<file path="src/rtl/uwm_pkg.sv">
package uwm_pkg;
  typedef enum logic [1:0] {
    UWM_LDL = 2'b00,
    UWM_LDR = 2'b01,
    UWM_STL = 2'b10,
    UWM_STR = 2'b11
  } uwm_op_e;

  typedef enum logic [2:0] {
    ST_IDLE   = 3'd0,
    ST_RD_REQ = 3'd1,
    ST_RD_WT  = 3'd2,
    ST_LD_OUT = 3'd3,
    ST_WR_REQ = 3'd4,
    ST_FIN    = 3'd5
  } uwm_state_e;

  function automatic logic op_is_store(uwm_op_e op);
    return op[1];
  endfunction

  function automatic logic op_is_left(uwm_op_e op);
    return ~op[0];
  endfunction
endpackage

</file>
<file path="src/rtl/uwm_merge.sv">
module uwm_merge
  import uwm_pkg::*;
#(
  parameter int DATA_W = 32
) (
  input  uwm_op_e                         op,
  input  logic [$clog2(DATA_W/8)-1:0]     ofs,
  input  logic [DATA_W-1:0]               reg_val,
  input  logic [DATA_W-1:0]               mem_val,
  output logic [DATA_W-1:0]               load_res,
  output logic [DATA_W-1:0]               store_word
);
  localparam int OFS_W  = $clog2(DATA_W/8);
  localparam int SH_W   = $clog2(DATA_W);
  localparam int SH_MAX = DATA_W - 8;
  localparam logic [DATA_W-1:0] ONES   = '1;
  localparam logic [DATA_W-1:0] LO_MSK = ONES >> 8;
  localparam logic [DATA_W-1:0] HI_MSK = ONES << 8;

  logic [SH_W-1:0] sh, sh_inv;
  logic [DATA_W-1:0] ld_left, ld_right, st_left, st_right;

  always_comb begin
    sh     = SH_W'({ofs, 3'b000});
    sh_inv = SH_W'(SH_MAX) - sh;
  end

  // Shifts of a DATA_W vector zero-fill, so lanes moved out vanish.
  always_comb begin
    ld_left  = (reg_val & (LO_MSK >> sh))     | (mem_val << sh_inv);
    ld_right = (reg_val & (HI_MSK << sh_inv)) | (mem_val >> sh);
    st_left  = (mem_val & (HI_MSK << sh))     | (reg_val >> sh_inv);
    st_right = (mem_val & (LO_MSK >> sh_inv)) | (reg_val << sh);
  end

  always_comb begin
    load_res   = op_is_left(op) ? ld_left : ld_right;
    store_word = op_is_left(op) ? st_left : st_right;
  end

  // Offset 0 right-load returns the whole memory word; offset max left-load too.
  always_comb begin
    if (ofs == '1) begin
      a_r2_full_word_left: assert (ld_left == mem_val);
    end
    if (ofs == '0) begin
      a_r3_full_word_right: assert (ld_right == mem_val);
    end
  end
  logic unused_ofs;
  assign unused_ofs = ^OFS_W;
endmodule

</file>
<file path="src/rtl/uwm_hold.sv">
module uwm_hold
  import uwm_pkg::*;
#(
  parameter int DATA_W = 32,
  parameter int ADDR_W = 32,
  parameter int TAG_W  = 5
) (
  input  logic                          clk,
  input  logic                          rst_n,
  input  logic                          req_en,
  input  logic                          rsp_en,
  input  uwm_op_e                       req_op,
  input  logic [ADDR_W-1:0]             req_addr,
  input  logic [DATA_W-1:0]             req_reg,
  input  logic [TAG_W-1:0]              req_tag,
  input  logic [DATA_W-1:0]             rsp_data,
  output uwm_op_e                       h_op,
  output logic [$clog2(DATA_W/8)-1:0]   h_ofs,
  output logic [ADDR_W-1:0]             h_addr,
  output logic [DATA_W-1:0]             h_reg,
  output logic [TAG_W-1:0]              h_tag,
  output logic [DATA_W-1:0]             h_mem
);
  localparam int OFS_W = $clog2(DATA_W/8);

  uwm_op_e                 op_d;
  logic [OFS_W-1:0]        ofs_d;
  logic [ADDR_W-1:0]       addr_d;
  logic [DATA_W-1:0]       reg_d, mem_d;
  logic [TAG_W-1:0]        tag_d;

  always_comb begin
    op_d   = req_en ? req_op : h_op;
    ofs_d  = req_en ? req_addr[OFS_W-1:0] : h_ofs;
    addr_d = req_en ? {req_addr[ADDR_W-1:OFS_W], {OFS_W{1'b0}}} : h_addr;
    reg_d  = req_en ? req_reg : h_reg;
    tag_d  = req_en ? req_tag : h_tag;
    mem_d  = rsp_en ? rsp_data : h_mem;
  end

  always_ff @(posedge clk or negedge rst_n) begin
    if (!rst_n) begin
      h_op   <= UWM_LDL;
      h_ofs  <= '0;
      h_addr <= '0;
      h_reg  <= '0;
      h_tag  <= '0;
      h_mem  <= '0;
    end else begin
      h_op   <= op_d;
      h_ofs  <= ofs_d;
      h_addr <= addr_d;
      h_reg  <= reg_d;
      h_tag  <= tag_d;
      h_mem  <= mem_d;
    end
  end
endmodule

</file>
<file path="src/rtl/uwm_ctrl.sv">
module uwm_ctrl
  import uwm_pkg::*;
(
  input  logic clk,
  input  logic rst_n,
  input  logic req_valid,
  input  logic is_store,
  input  logic mem_req_ready,
  input  logic mem_rsp_valid,
  output logic req_ready,
  output logic req_take,
  output logic rsp_take,
  output logic mem_req_valid,
  output logic mem_req_we,
  output logic wb_valid,
  output logic st_done
);
  uwm_state_e state_q, state_d;

  always_comb begin
    state_d = state_q;
    unique case (state_q)
      ST_IDLE:   if (req_valid)     state_d = ST_RD_REQ;
      ST_RD_REQ: if (mem_req_ready) state_d = ST_RD_WT;
      ST_RD_WT:  if (mem_rsp_valid) state_d = is_store ? ST_WR_REQ : ST_LD_OUT;
      ST_LD_OUT:                    state_d = ST_IDLE;
      ST_WR_REQ: if (mem_req_ready) state_d = ST_FIN;
      ST_FIN:                       state_d = ST_IDLE;
      default:                      state_d = ST_IDLE;
    endcase
  end

  always_ff @(posedge clk or negedge rst_n) begin
    if (!rst_n) state_q <= ST_IDLE;
    else        state_q <= state_d;
  end

  always_comb begin
    req_ready     = (state_q == ST_IDLE);
    req_take      = req_ready && req_valid;
    rsp_take      = (state_q == ST_RD_WT) && mem_rsp_valid;
    mem_req_valid = (state_q == ST_RD_REQ) || (state_q == ST_WR_REQ);
    mem_req_we    = (state_q == ST_WR_REQ);
    wb_valid      = (state_q == ST_LD_OUT);
    st_done       = (state_q == ST_FIN);
  end

  a_r8_busy_not_ready: assert property (@(posedge clk) disable iff (!rst_n)
    mem_req_valid |-> !req_ready);
  a_r6_wb_single: assert property (@(posedge clk) disable iff (!rst_n)
    wb_valid |=> !wb_valid);
  a_r6_wb_after_rsp: assert property (@(posedge clk) disable iff (!rst_n)
    wb_valid |-> $past(mem_rsp_valid));
  a_r7_done_after_write: assert property (@(posedge clk) disable iff (!rst_n)
    st_done |-> $past(mem_req_valid && mem_req_ready && mem_req_we));
  a_r7_write_after_rsp: assert property (@(posedge clk) disable iff (!rst_n)
    $rose(mem_req_we) |-> $past(mem_rsp_valid));
endmodule

</file>
<file path="src/rtl/uwm_top.sv">
module uwm_top
  import uwm_pkg::*;
#(
  parameter int DATA_W = 32,
  parameter int ADDR_W = 32,
  parameter int TAG_W  = 5
) (
  input  logic              clk,
  input  logic              rst_n,
  input  logic              req_valid,
  output logic              req_ready,
  input  logic [1:0]        req_op,
  input  logic [ADDR_W-1:0] req_addr,
  input  logic [DATA_W-1:0] req_reg,
  input  logic [TAG_W-1:0]  req_tag,
  output logic              mem_req_valid,
  input  logic              mem_req_ready,
  output logic              mem_req_we,
  output logic [ADDR_W-1:0] mem_req_addr,
  output logic [DATA_W-1:0] mem_req_wdata,
  input  logic              mem_rsp_valid,
  input  logic [DATA_W-1:0] mem_rsp_rdata,
  output logic              wb_valid,
  output logic [TAG_W-1:0]  wb_tag,
  output logic [DATA_W-1:0] wb_data,
  output logic              st_done
);
  localparam int OFS_W = $clog2(DATA_W/8);

  logic              req_take, rsp_take;
  uwm_op_e           h_op;
  logic [OFS_W-1:0]  h_ofs;
  logic [ADDR_W-1:0] h_addr;
  logic [DATA_W-1:0] h_reg, h_mem, ld_res, st_word;

  uwm_ctrl u_ctrl (
    .clk           (clk),
    .rst_n         (rst_n),
    .req_valid     (req_valid),
    .is_store      (op_is_store(h_op)),
    .mem_req_ready (mem_req_ready),
    .mem_rsp_valid (mem_rsp_valid),
    .req_ready     (req_ready),
    .req_take      (req_take),
    .rsp_take      (rsp_take),
    .mem_req_valid (mem_req_valid),
    .mem_req_we    (mem_req_we),
    .wb_valid      (wb_valid),
    .st_done       (st_done)
  );

  uwm_hold #(.DATA_W(DATA_W), .ADDR_W(ADDR_W), .TAG_W(TAG_W)) u_hold (
    .clk      (clk),
    .rst_n    (rst_n),
    .req_en   (req_take),
    .rsp_en   (rsp_take),
    .req_op   (uwm_op_e'(req_op)),
    .req_addr (req_addr),
    .req_reg  (req_reg),
    .req_tag  (req_tag),
    .rsp_data (mem_rsp_rdata),
    .h_op     (h_op),
    .h_ofs    (h_ofs),
    .h_addr   (h_addr),
    .h_reg    (h_reg),
    .h_tag    (wb_tag),
    .h_mem    (h_mem)
  );

  uwm_merge #(.DATA_W(DATA_W)) u_merge (
    .op         (h_op),
    .ofs        (h_ofs),
    .reg_val    (h_reg),
    .mem_val    (h_mem),
    .load_res   (ld_res),
    .store_word (st_word)
  );

  always_comb begin
    mem_req_addr  = h_addr;
    mem_req_wdata = st_word;
    wb_data       = ld_res;
  end

  a_r1_aligned_req: assert property (@(posedge clk) disable iff (!rst_n)
    req_take |=> (mem_req_addr[OFS_W-1:0] == '0));
  a_r10_hold_req: assert property (@(posedge clk) disable iff (!rst_n)
    (mem_req_valid && !mem_req_ready) |=>
      (mem_req_valid && $stable(mem_req_addr) && $stable(mem_req_we) && $stable(mem_req_wdata)));
  a_r6_load_no_write: assert property (@(posedge clk) disable iff (!rst_n)
    (mem_req_we && mem_req_valid) |-> op_is_store(h_op));
endmodule

</file>
<file path="config.mk">
export PLATFORM = sky130hd
export DESIGN_NAME = uwm_top
export DESIGN_NICKNAME = d
export VERILOG_FILES = /design/src/rtl/uwm_pkg.sv /design/src/rtl/uwm_merge.sv /design/src/rtl/uwm_hold.sv /design/src/rtl/uwm_ctrl.sv /design/src/rtl/uwm_top.sv
export SDC_FILE = /design/constraint.sdc
export NUM_CORES = 1
export LEC_CHECK = 0
export BUFFER_PORTS_ARGS = -buffer_cell sky130_fd_sc_hd__clkbuf_2
export CORE_MARGIN = 1
export CORE_UTILIZATION = 25
export DETAILED_ROUTE_END_ITERATION = 10
export SETUP_SLACK_MARGIN = 0.2
export SLEW_MARGIN = 20
export SYNTH_ARGS = -nofsm -noshare
export SYNTH_HDL_FRONTEND = slang
export SYNTH_HIERARCHICAL = 1
export SYNTH_SLANG_ARGS = --single-unit
</file>
<file path="constraint.sdc">
create_clock -name clk -period 2.1 [get_ports clk]
set_input_delay 0.315 -clock clk [delete_from_list [all_inputs] [get_ports clk]]
set_output_delay 0.315 -clock clk [all_outputs]
set_load 0.005 [all_outputs]
</file>
==> results_dict.tcl, run 1 <==
set metrics [dict create \
    outcome "finished, violations left" \
    violations "setup timing" \
    setup_violations 62 \
    fin_crit_ns 2.370 \
    grt_pass1_vias 5686 \
    regArea_um2 2659 \
    grt_antenna_before_repair 0 \
    dp_hpwl_mm 16.75 \
    use_met1_pct 19.88 \
    cts_buffer_depth 2 \
    whs_ns 0.1740 \
    max_freq_mhz 421.9 \
    vias_per_cell 5.055 \
    skew_ns 0.01144 \
    leakage_nw 4.736 \
    worstPathCellList "buf_6 -> buf_6 -> nor2_8 -> buf_12 -> buf_4 -> mux2i_1 -> a222oi_1 -> buf_4 -> buf_6" \
    max-cap-violations 0 \
    dr.pass1.iters 5 \
    worst-endpoint-required_ns 1.78 \
    clkTransAtPathRegs_ns 0.08 \
    comb_power_share_pct 69.2 \
    slew_viol_final 0 \
    crit_path_frequent_cell "buf_6" \
    numPortBuffers 211 \
    drive_gt1_share_pct 62.68 \
    wirelength_mm 25.32 \
    synth.distinct_cells 41 \
    cts_buffers 9 \
    cts_sinks 106 \
    num-fill-cells 2625 \
    timing.final.ws_setup_ns -0.2700 \
    min_from "req_addr[21]" \
    synth_area_um2 6942 \
    core_area_um2 27100 \
    final_nets 939 \
    io_pins 214 \
    antenna_left 0 \
    grt_start_max_net_pins 46 \
    grtUsageMet3_pct 4.513 \
    cp_max_fo 6 \
    critPathLaunchType "register" \
    finalWeightedCongestion 0.8966 \
    cp-end-kind "output pin" \
    p_seq_share_pct 22.7 \
    drc 0 \
    drt_iter0_drc 611 \
    die_w_um 168.6 \
    grt_pass1_wl_mm 35.11 \
    start_util_pct 25.61 \
    p_int_mw 11.92 \
    ys_ff_latch 106 \
    syn_to_final_growth_pct 47.17 \
    crit_slowest_cell "dfrtp_2" \
    clockRootBuffer "clkbuf_16" \
    crit_type "reg2out" \
    r2r_start "u_ctrl/state_q[0]$_DFFE_PN0P_" \
    avgSynthCellArea_um2 12.01 \
    p_switching_mw 9.112 \
    post-route-period-util_pct 112.9 \
    cts-htree-levels 3 \
    vdd_drop_max_v 0.0008488 \
    yosys_warnings 6 \
    rsz0062_at_grt "yes" \
    overflow 0 \
    die_y_um 168.6 \
    synth_ff_type "dfrtp_1" \
    routed-via-count 6106 \
    cp-startpoint "u_hold/h_ofs[0]$_DFFE_PN0P_" \
    dieArea_um2 28440 \
    synthArstFlopShare_pct 100.0 \
    critPathMaxStageDelay_ns 0.45 \
    utilization_pct 37.70 \
    syn_inst 578 \
    wl_per_cell_um 20.96 \
    hold_path_class "in2reg" \
    arrival_ns 2.06 \
    antenna-diode-count 0 \
    clk_latency_ns 0.36 \
    critPathTopFamily "buffers and inverters" \
    pwr-share-clk_pct 8.2 \
    rows 60 \
    swShare_pct 43.33 \
    seq_area_frac_synth_pct 38.21 \
    busiest_layer "met2" \
    synth_edf_count 0 \
    critPathBufInv 6 \
    track_usage_pct 16.49 \
    grt.met2_usage_pct 28.43 \
    multi_input_area_um2 4551 \
    power_density_nw_per_um2 2058 \
    hold_viol 0 \
    cts_tree "built" \
]
worst reg2reg max path, stage by stage (launching register included):
cell	delay, ns
dfrtp_1	0.52
nor3_4	0.22
and2_4	0.32
buf_12	0.25
mux2_4	0.35
path summary, 6_finish.rpt:
check                      slack [ns]                       endpoint  cells after the start
max in group asynchronous        1.19  u_hold/h_addr[27]$_DFFE_PN0P_                      3
max reg2reg                      0.32    u_hold/h_tag[3]$_DFFE_PN0P_                      4
min reg2reg                      0.52  u_hold/h_addr[27]$_DFFE_PN0P_                      1
min in group asynchronous        0.31   u_hold/h_addr[3]$_DFFE_PN0P_                      2
min                              0.17  u_hold/h_addr[21]$_DFFE_PN0P_                      2
max                             -0.27               mem_req_wdata[4]                      9
power groups by stage:
stage	Combinational [mW]	Sequential, mW	Clock (mW)
after global placement	10.3	4.47	0
after floorplan	7.06	3.93	0
after detailed placement	10.3	4.46	0
final	14.5	4.77	1.71
after CTS	12.8	4.62	1.80
after global routing	15.3	4.93	1.87
through the flow:
step	setup WS, ns	setup TNS (ns)	cell area, um2	power (mW)	std cells
floorplan	0.4187	0	6945	10.99	579
global placement	0.002354	0	8323	14.72	1139
detailed placement	0.04717	0	8323	14.80	1139
CTS	-0.1637	-4.825	9597	19.22	1183
global route	-0.2874	-9.949	10220	22.08	1208
finish	-0.2700	-7.237	10220	21.03	1208
placed cells by master (no fill, tap or decap), drive strengths merged, types with 4 or more instances in the layout:
cell type,n
a211o,16
a211oi,9
a21o,16
a221oi,9
a222oi,9
a31oi,7
and3,9
buf,115
clkbuf,191
dfrtp,106
inv,7
mux2,103
mux2i,83
mux4,7
nand2,39
nand2b,4
nor2,29
o21ai,23
o221ai,16
o22ai,17
metal layers:
| layer | share of wire (%) | vias up |
|---|---|---|
| li1 | - | 2708 |
| met2 | 51 | 354 |
| met5 | 0 | - |
| met3 | 8.0 | 34 |
| met4 | 2.3 | 0 |
| met1 | 39 | 3010 |
synth_stat cells, types with 3 or more instances:
cell type | instances | area, um2
dfrtp_1 | 106 | 2653
buf_4 | 6 | 45.04
o22ai_1 | 17 | 106.4
o21ai_0 | 20 | 100.1
a222oi_1 | 9 | 90.09
a221oi_1 | 9 | 78.83
mux2_4 | 72 | 1081
nor2_1 | 27 | 101.4
nand2_1 | 39 | 146.4
a211o_1 | 16 | 140.1
buf_6 | 10 | 112.6
a21o_1 | 16 | 120.1
mux2_2 | 31 | 349.1
o21ai_1 | 3 | 15.01
mux4_2 | 7 | 157.7
nand2b_1 | 3 | 18.77
clkbuf_1 | 9 | 33.78
a31oi_1 | 7 | 43.79
buf_12 | 9 | 180.2
buf_2 | 19 | 95.09
a211oi_1 | 9 | 67.56
and3_1 | 9 | 56.30
buf_1 | 5 | 18.77
a21oi_1 | 3 | 15.01
mux2i_1 | 83 | 830.8
o221ai_1 | 16 | 140.1
cells by family (layout without fill, tap and decap cells):
group / count (synthesis) / in the layout / synth area share, %
buf+inv: 61 / 316 / 7.318
xor+xnor: 1 / 1 / 0.1262
simple gates: 90 / 92 / 6.129
flops: 106 / 106 / 38.21
compound gates: 126 / 126 / 13.32
other cells: 1 / 2 / 0.05402
mux: 193 / 193 / 34.84
layout make-up:
class / count / area share [%]
Clock buffer: 10 / 2.241
Clock inverter: 6 / 0.5389
Inverter: 2 / 0.07348
Multi-Input combinational cell: 414 / 44.54
Sequential cell: 106 / 26.03
Tap cell: 372 / 4.556
Timing Repair Buffer: 298 / 22.02
repair_timing:
action                                 CTS  global route
setup buffers                           19            20
hold buffers                             1             0
pin swaps                               35            25
gates cloned                             8             5
endpoints found under the hold margin    5             0
gates resized for setup                134            98
setup endpoints to repair               64            64
Note: power is estimated with default switching activity, not from simulation.
==> run 2, diff against run 1 <==
--- a/config.mk
+++ b/config.mk
@@ -5,11 +5,14 @@
 export SDC_FILE = /design/constraint.sdc
 export NUM_CORES = 1
 export LEC_CHECK = 0
+export ABC_AREA = 0
 export BUFFER_PORTS_ARGS = -buffer_cell sky130_fd_sc_hd__clkbuf_2
 export CORE_MARGIN = 1
 export CORE_UTILIZATION = 25
 export DETAILED_ROUTE_END_ITERATION = 10
+export PLACE_DENSITY = 0.46
 export SETUP_SLACK_MARGIN = 0.2
+export SKIP_CTS_REPAIR_TIMING = 1
 export SLEW_MARGIN = 20
 export SYNTH_ARGS = -nofsm -noshare
 export SYNTH_HDL_FRONTEND = slang
==> run 2 against run 1 <==
The run still ends with setup timing left. Sequential power decreased by 4%. Worst setup slack better by 0.050 ns. Register-to-register slack improved by 0.03 ns. Wire length decreased by 3.9%. Sequential cell count unchanged. Total power down 7.9%. Highest routed layer unchanged. Largest cell class unchanged. Non-clock buffer count fell by 26. Critical path depth is 3 lower. Via count decreased by 5.3%. Fmax grew 2.2%. Final cell count shrank 2.2%.
==> results_dict.tcl, run 2 (synthesized netlist as in run 1, its figures left out) <==
set metrics [dict create \
    outcome "finished, violations left" \
    violations "setup timing" \
    fin_crit_ns 2.320 \
    cp_max_fo 11 \
    drc 0 \
    cts_buffers 9 \
    track_usage_pct 15.74 \
    clockRootBuffer "clkbuf_16" \
    critPathMaxStageDelay_ns 0.52 \
    grt_pass1_wl_mm 33.84 \
    hold_path_class "in2reg" \
    overflow 0 \
    dieArea_um2 28440 \
    io_pins 214 \
    die_w_um 168.6 \
    utilization_pct 35.55 \
    critPathLaunchType "register" \
    die_y_um 168.6 \
    vdd_drop_max_v 0.0006586 \
    grt_pass1_vias 5576 \
    setup_violations 59 \
    regArea_um2 2659 \
    hold_viol 0 \
    rows 60 \
    core_area_um2 27100 \
    cts-htree-levels 3 \
    start_util_pct 25.61 \
    layout_commonest_cell "clkbuf_2" \
    post-place-cells 1135 \
    skew_ns 0.009473 \
    cts_sinks 106 \
    timing.final.ws_setup_ns -0.2198 \
    crit_type "reg2out" \
    drive_gt1_share_pct 58.10 \
    grt_antenna_before_repair 0 \
    dp_hpwl_mm 16.88 \
    vias_per_cell 4.896 \
    cts_buffer_depth 2 \
    finalWeightedCongestion 0.8650 \
    dr.pass1.iters 8 \
    power_density_nw_per_um2 2011 \
    wirelength_mm 24.34 \
    max_freq_mhz 431.1 \
    num-fill-cells 2744 \
    antenna_left 0 \
    multi_input_area_um2 4258 \
    tns_ns -6.028 \
    slew_viol_final 0 \
    final_area_um2 9635 \
    crit_slowest_cell "dfrtp_4" \
    final_nets 912 \
    clkTransAtPathRegs_ns 0.09 \
    placed_cell_area_um2 8356 \
    drt_iter0_drc 407 \
    worstPathCellList "buf_12 -> buf_16 -> mux2i_2 -> o22ai_1 -> a21o_1 -> clkbuf_2" \
    post-route-period-util_pct 110.5 \
    final_cell_mix "clkbuf_2, dfrtp_1, mux2_4, mux2i_1, nand2_1" \
    syn_to_final_growth_pct 38.81 \
    rsz0062_at_grt "yes" \
    worst-endpoint-required_ns 1.78 \
    numPortBuffers 211 \
    cts_tree "built" \
    arrival_ns 2.00 \
    wl_per_cell_um 20.61 \
    clk_latency_ns 0.37 \
    cp-end-kind "output pin" \
    finalPower_mw 19.38 \
    leakage_nw 4.567 \
    grt_start_max_net_pins 85 \
    final_cell_count_no_fill 1181 \
    antenna-diode-count 0 \
    max-cap-violations 0 \
    routed-via-count 5782 \
]
## run 2: cell types whose count changed in the layout (fill, tap and decap cells not counted), sizes merged
cell,delta
and2,-1
buf,-40
bufbuf,-1
bufinv,+1
clkbuf,+14
clkinv,+2
inv,-2
nand2b,-1
nor2,+1
## run 2: area by class of cell
cell class                      instances  area share (%)
Clock buffer                            9           2.337
Clock inverter                          7           1.091
Inverter                                2         0.07791
Multi-Input combinational cell        413           44.19
Sequential cell                       106           27.59
Tap cell                              372           4.831
Timing Repair Buffer                  272           19.88
## run 2: path summary, 6_finish.rpt
path	startpoint	end	slack (ns)	depth (start not counted)
setup reg to reg	u_ctrl/state_q[2]$_DFFE_PN0P_	u_hold/h_tag[2]$_DFFE_PN0P_	0.35	4
hold / removal	req_addr[24]	u_hold/h_addr[24]$_DFFE_PN0P_	0.16	2
hold reg to reg	u_hold/h_tag[0]$_DFFE_PN0P_	u_hold/h_tag[0]$_DFFE_PN0P_	0.51	1
min in group asynchronous	rst_n	u_hold/h_addr[2]$_DFFE_PN0P_	0.42	2
max in group asynchronous	rst_n	u_hold/h_op[0]$_DFFE_PN0P_	1.07	3
setup / recovery	u_hold/h_op[0]$_DFFE_PN0P_	wb_data[21]	-0.22	6
## run 2: where the power goes
part           switching, mW  internal [mW]  total [mW]
Sequential              1.51           3.09        4.60
Combinational           6.03           6.82        12.8
Clock                  0.948          0.976        1.92
## run 2: through the flow
step / hold WS (ns) / worst slack, ns
finish: 0.1641 / -0.2198
global route: 0.1457 / -0.2735
CTS: -0.1129 / -0.2546
detailed placement: 0.2918 / 0.1471
global placement: 0.2915 / 0.1700
floorplan: 0.01941 / 0.4187
## run 2: worst max-delay path: cells and delay by family, from the launching register on
kind / cells / cell delay [ns]
AOI/OAI and AO/OA: 2 / 0.34
DFF: 1 / 0.52
buffers and inverters: 3 / 0.43
muxes: 1 / 0.34
## run 2: layer usage
metal | routed length, um | global-route usage (%)
met5 | 0 | 0
met4 | 279 | 4.032
met3 | 1730 | 4.513
met2 | 12050 | 26.84
met1 | 10280 | 19.40
==> run 3, diff against run 2 <==
--- a/config.mk
+++ b/config.mk
@@ -10,7 +10,7 @@
 export CORE_MARGIN = 1
 export CORE_UTILIZATION = 25
 export DETAILED_ROUTE_END_ITERATION = 10
-export PLACE_DENSITY = 0.46
+export PLACE_DENSITY_LB_ADDON = 0.05
 export SETUP_SLACK_MARGIN = 0.2
 export SKIP_CTS_REPAIR_TIMING = 1
 export SLEW_MARGIN = 20
==> run 3 against run 2 <==
The run still ends with setup timing left. Clock power about the same. First-iteration DRC count up 14%. Register-to-register slack better by 0.05 ns.
==> results_dict.tcl, run 3 (synthesized netlist as in run 1, its figures left out) <==
set metrics [dict create \
    syn_to_final_growth_pct 36.82 \
    rows 60 \
    cp-end-kind "output pin" \
    final_cell_mix "clkbuf_2, dfrtp_1, mux2_4, mux2i_1, nand2_1" \
    core_area_um2 27100 \
    wl_per_cell_um 21.56 \
    drc 0 \
    final_area_um2 9498 \
    rsz0062_at_grt "yes" \
    use_met1_pct 20.95 \
    placed_cell_area_um2 8328 \
    die_y_um 168.6 \
    cts-htree-levels 3 \
    path_depth 6 \
    die_w_um 168.6 \
    drive_gt1_share_pct 57.16 \
    worst_pin_slew_ns 0.5007 \
    numPortBuffers 211 \
    routed-via-count 5854 \
    overflow 0 \
    grt_pass1_wl_mm 35.39 \
    crit_type "reg2out" \
    skew_ns 0.01356 \
    ff2ff_path_depth 4 \
    max-cap-violations 0 \
    busiest_layer "met2" \
    clk_latency_ns 0.37 \
    layout_commonest_cell "clkbuf_2" \
    critPathLaunchType "register" \
    crit_slowest_cell "dfrtp_2" \
    cp_max_fo 6 \
    finalWeightedCongestion 0.8839 \
    cts_buffers 9 \
    cts_tree "built" \
    antenna-diode-count 0 \
    dieArea_um2 28440 \
    critPathBufInv 3 \
    wirelength_mm 25.33 \
    final_nets 906 \
    worstPathCellList "buf_4 -> clkbuf_16 -> mux2i_4 -> a211o_1 -> o221ai_1 -> buf_2" \
    hold_viol 0 \
    io_pins 214 \
    grt_pass1_vias 5712 \
    relSlewSlack_pct 66.62 \
    vdd_drop_max_v 0.0005837 \
    clockRootBuffer "clkbuf_16" \
    critPathMaxStageDelay_ns 0.48 \
    critPathTopFamily "buffers and inverters" \
    grt.met2_usage_pct 28.49 \
    leakage_nw 4.484 \
    grt_antenna_before_repair 1 \
    arrival_ns 1.98 \
    vias_per_cell 4.982 \
    antenna_left 0 \
    worst-endpoint-required_ns 1.78 \
    start_util_pct 25.61 \
    fin_crit_ns 2.295 \
    post-route-period-util_pct 109.3 \
    max_freq_mhz 435.7 \
    grtUsageMet3_pct 3.016 \
    violations "setup timing" \
    dp_hpwl_mm 17.43 \
    power_density_nw_per_um2 2016 \
    drt_iter0_drc 462 \
    outcome "finished, violations left" \
    setup_violations 59 \
    hold_path_class "in2reg" \
    track_usage_pct 16.53 \
    dr.pass1.iters 5 \
    holdPathStages 2 \
    grt_start_max_net_pins 74 \
    clkTransAtPathRegs_ns 0.09 \
    cts_buffer_depth 2 \
    finalPower_mw 19.15 \
    timing.final.ws_setup_ns -0.1949 \
    slew_viol_final 0 \
    cts_sinks 106 \
]
run 3: cell types whose count changed in the layout (fill, tap and decap cells not counted), moves of 4 or more:
cell / delta
a211oi_2: +4
o221ai_1: +12
mux2i_4: +9
mux2i_1: -6
buf_4: -5
a211oi_1: -5
o221ai_2: -6
inv_6: +4
o221ai_4: -6
o21ai_1: +5
buf_2: +6
o21ai_0: -8
clkbuf_2: -6
run 3: report_power, final:
part / internal (mW) / switching [mW]
logic: 6.68 / 5.87
clock network: 0.989 / 0.910
registers: 3.09 / 1.61
run 3: routing by layer:
layer / wire length [um] / share of wire, %
met5: 11 / 0.043
met2: 12730 / 50
met1: 10610 / 42
met3: 1386 / 5.5
met4: 592 / 2.3
run 3: metrics by stage:
step / cells / worst slack [ns] / hold WS [ns] / util [%] / setup TNS (ns)
2_1_floorplan: 579 / 0.4187 / 0.01941 / - / 0
3_3_place_gp: 1133 / 0.02613 / 0.3126 / 30.73 / 0
3_5_place_dp: 1133 / 0.007881 / 0.3099 / 30.73 / 0
4_1_cts: 1149 / -0.4061 / -0.08868 / 31.91 / -10.26
5_1_grt: 1175 / -0.2579 / 0.1545 / 35.05 / -8.585
6_report: 1175 / -0.1949 / 0.1688 / 35.05 / -4.909
run 3: final timing paths:
path	start	endpoint	slack [ns]
setup / recovery	u_hold/h_ofs[0]$_DFFE_PN0P_	wb_data[11]	-0.19
hold / removal	req_addr[11]	u_hold/h_addr[11]$_DFFE_PN0P_	0.17
setup reg to reg	u_ctrl/state_q[0]$_DFFE_PN0P_	u_hold/h_tag[2]$_DFFE_PN0P_	0.40
hold reg to reg	u_hold/h_addr[29]$_DFFE_PN0P_	u_hold/h_addr[29]$_DFFE_PN0P_	0.51
max in group asynchronous	rst_n	u_hold/h_addr[12]$_DFFE_PN0P_	1.03
min in group asynchronous	rst_n	u_hold/h_mem[18]$_DFFE_PN0P_	0.45
run 3: area by class of cell:
cell class                 instances  area, um2
clock buffer                      10      239.0
clock inverter                     6      81.33
fill                            2689      17600
inverter                           2      7.507
multi-input combinational        412       4213
sequential                       106       2659
tap                              372      465.4
timing repair buffer             267       1833
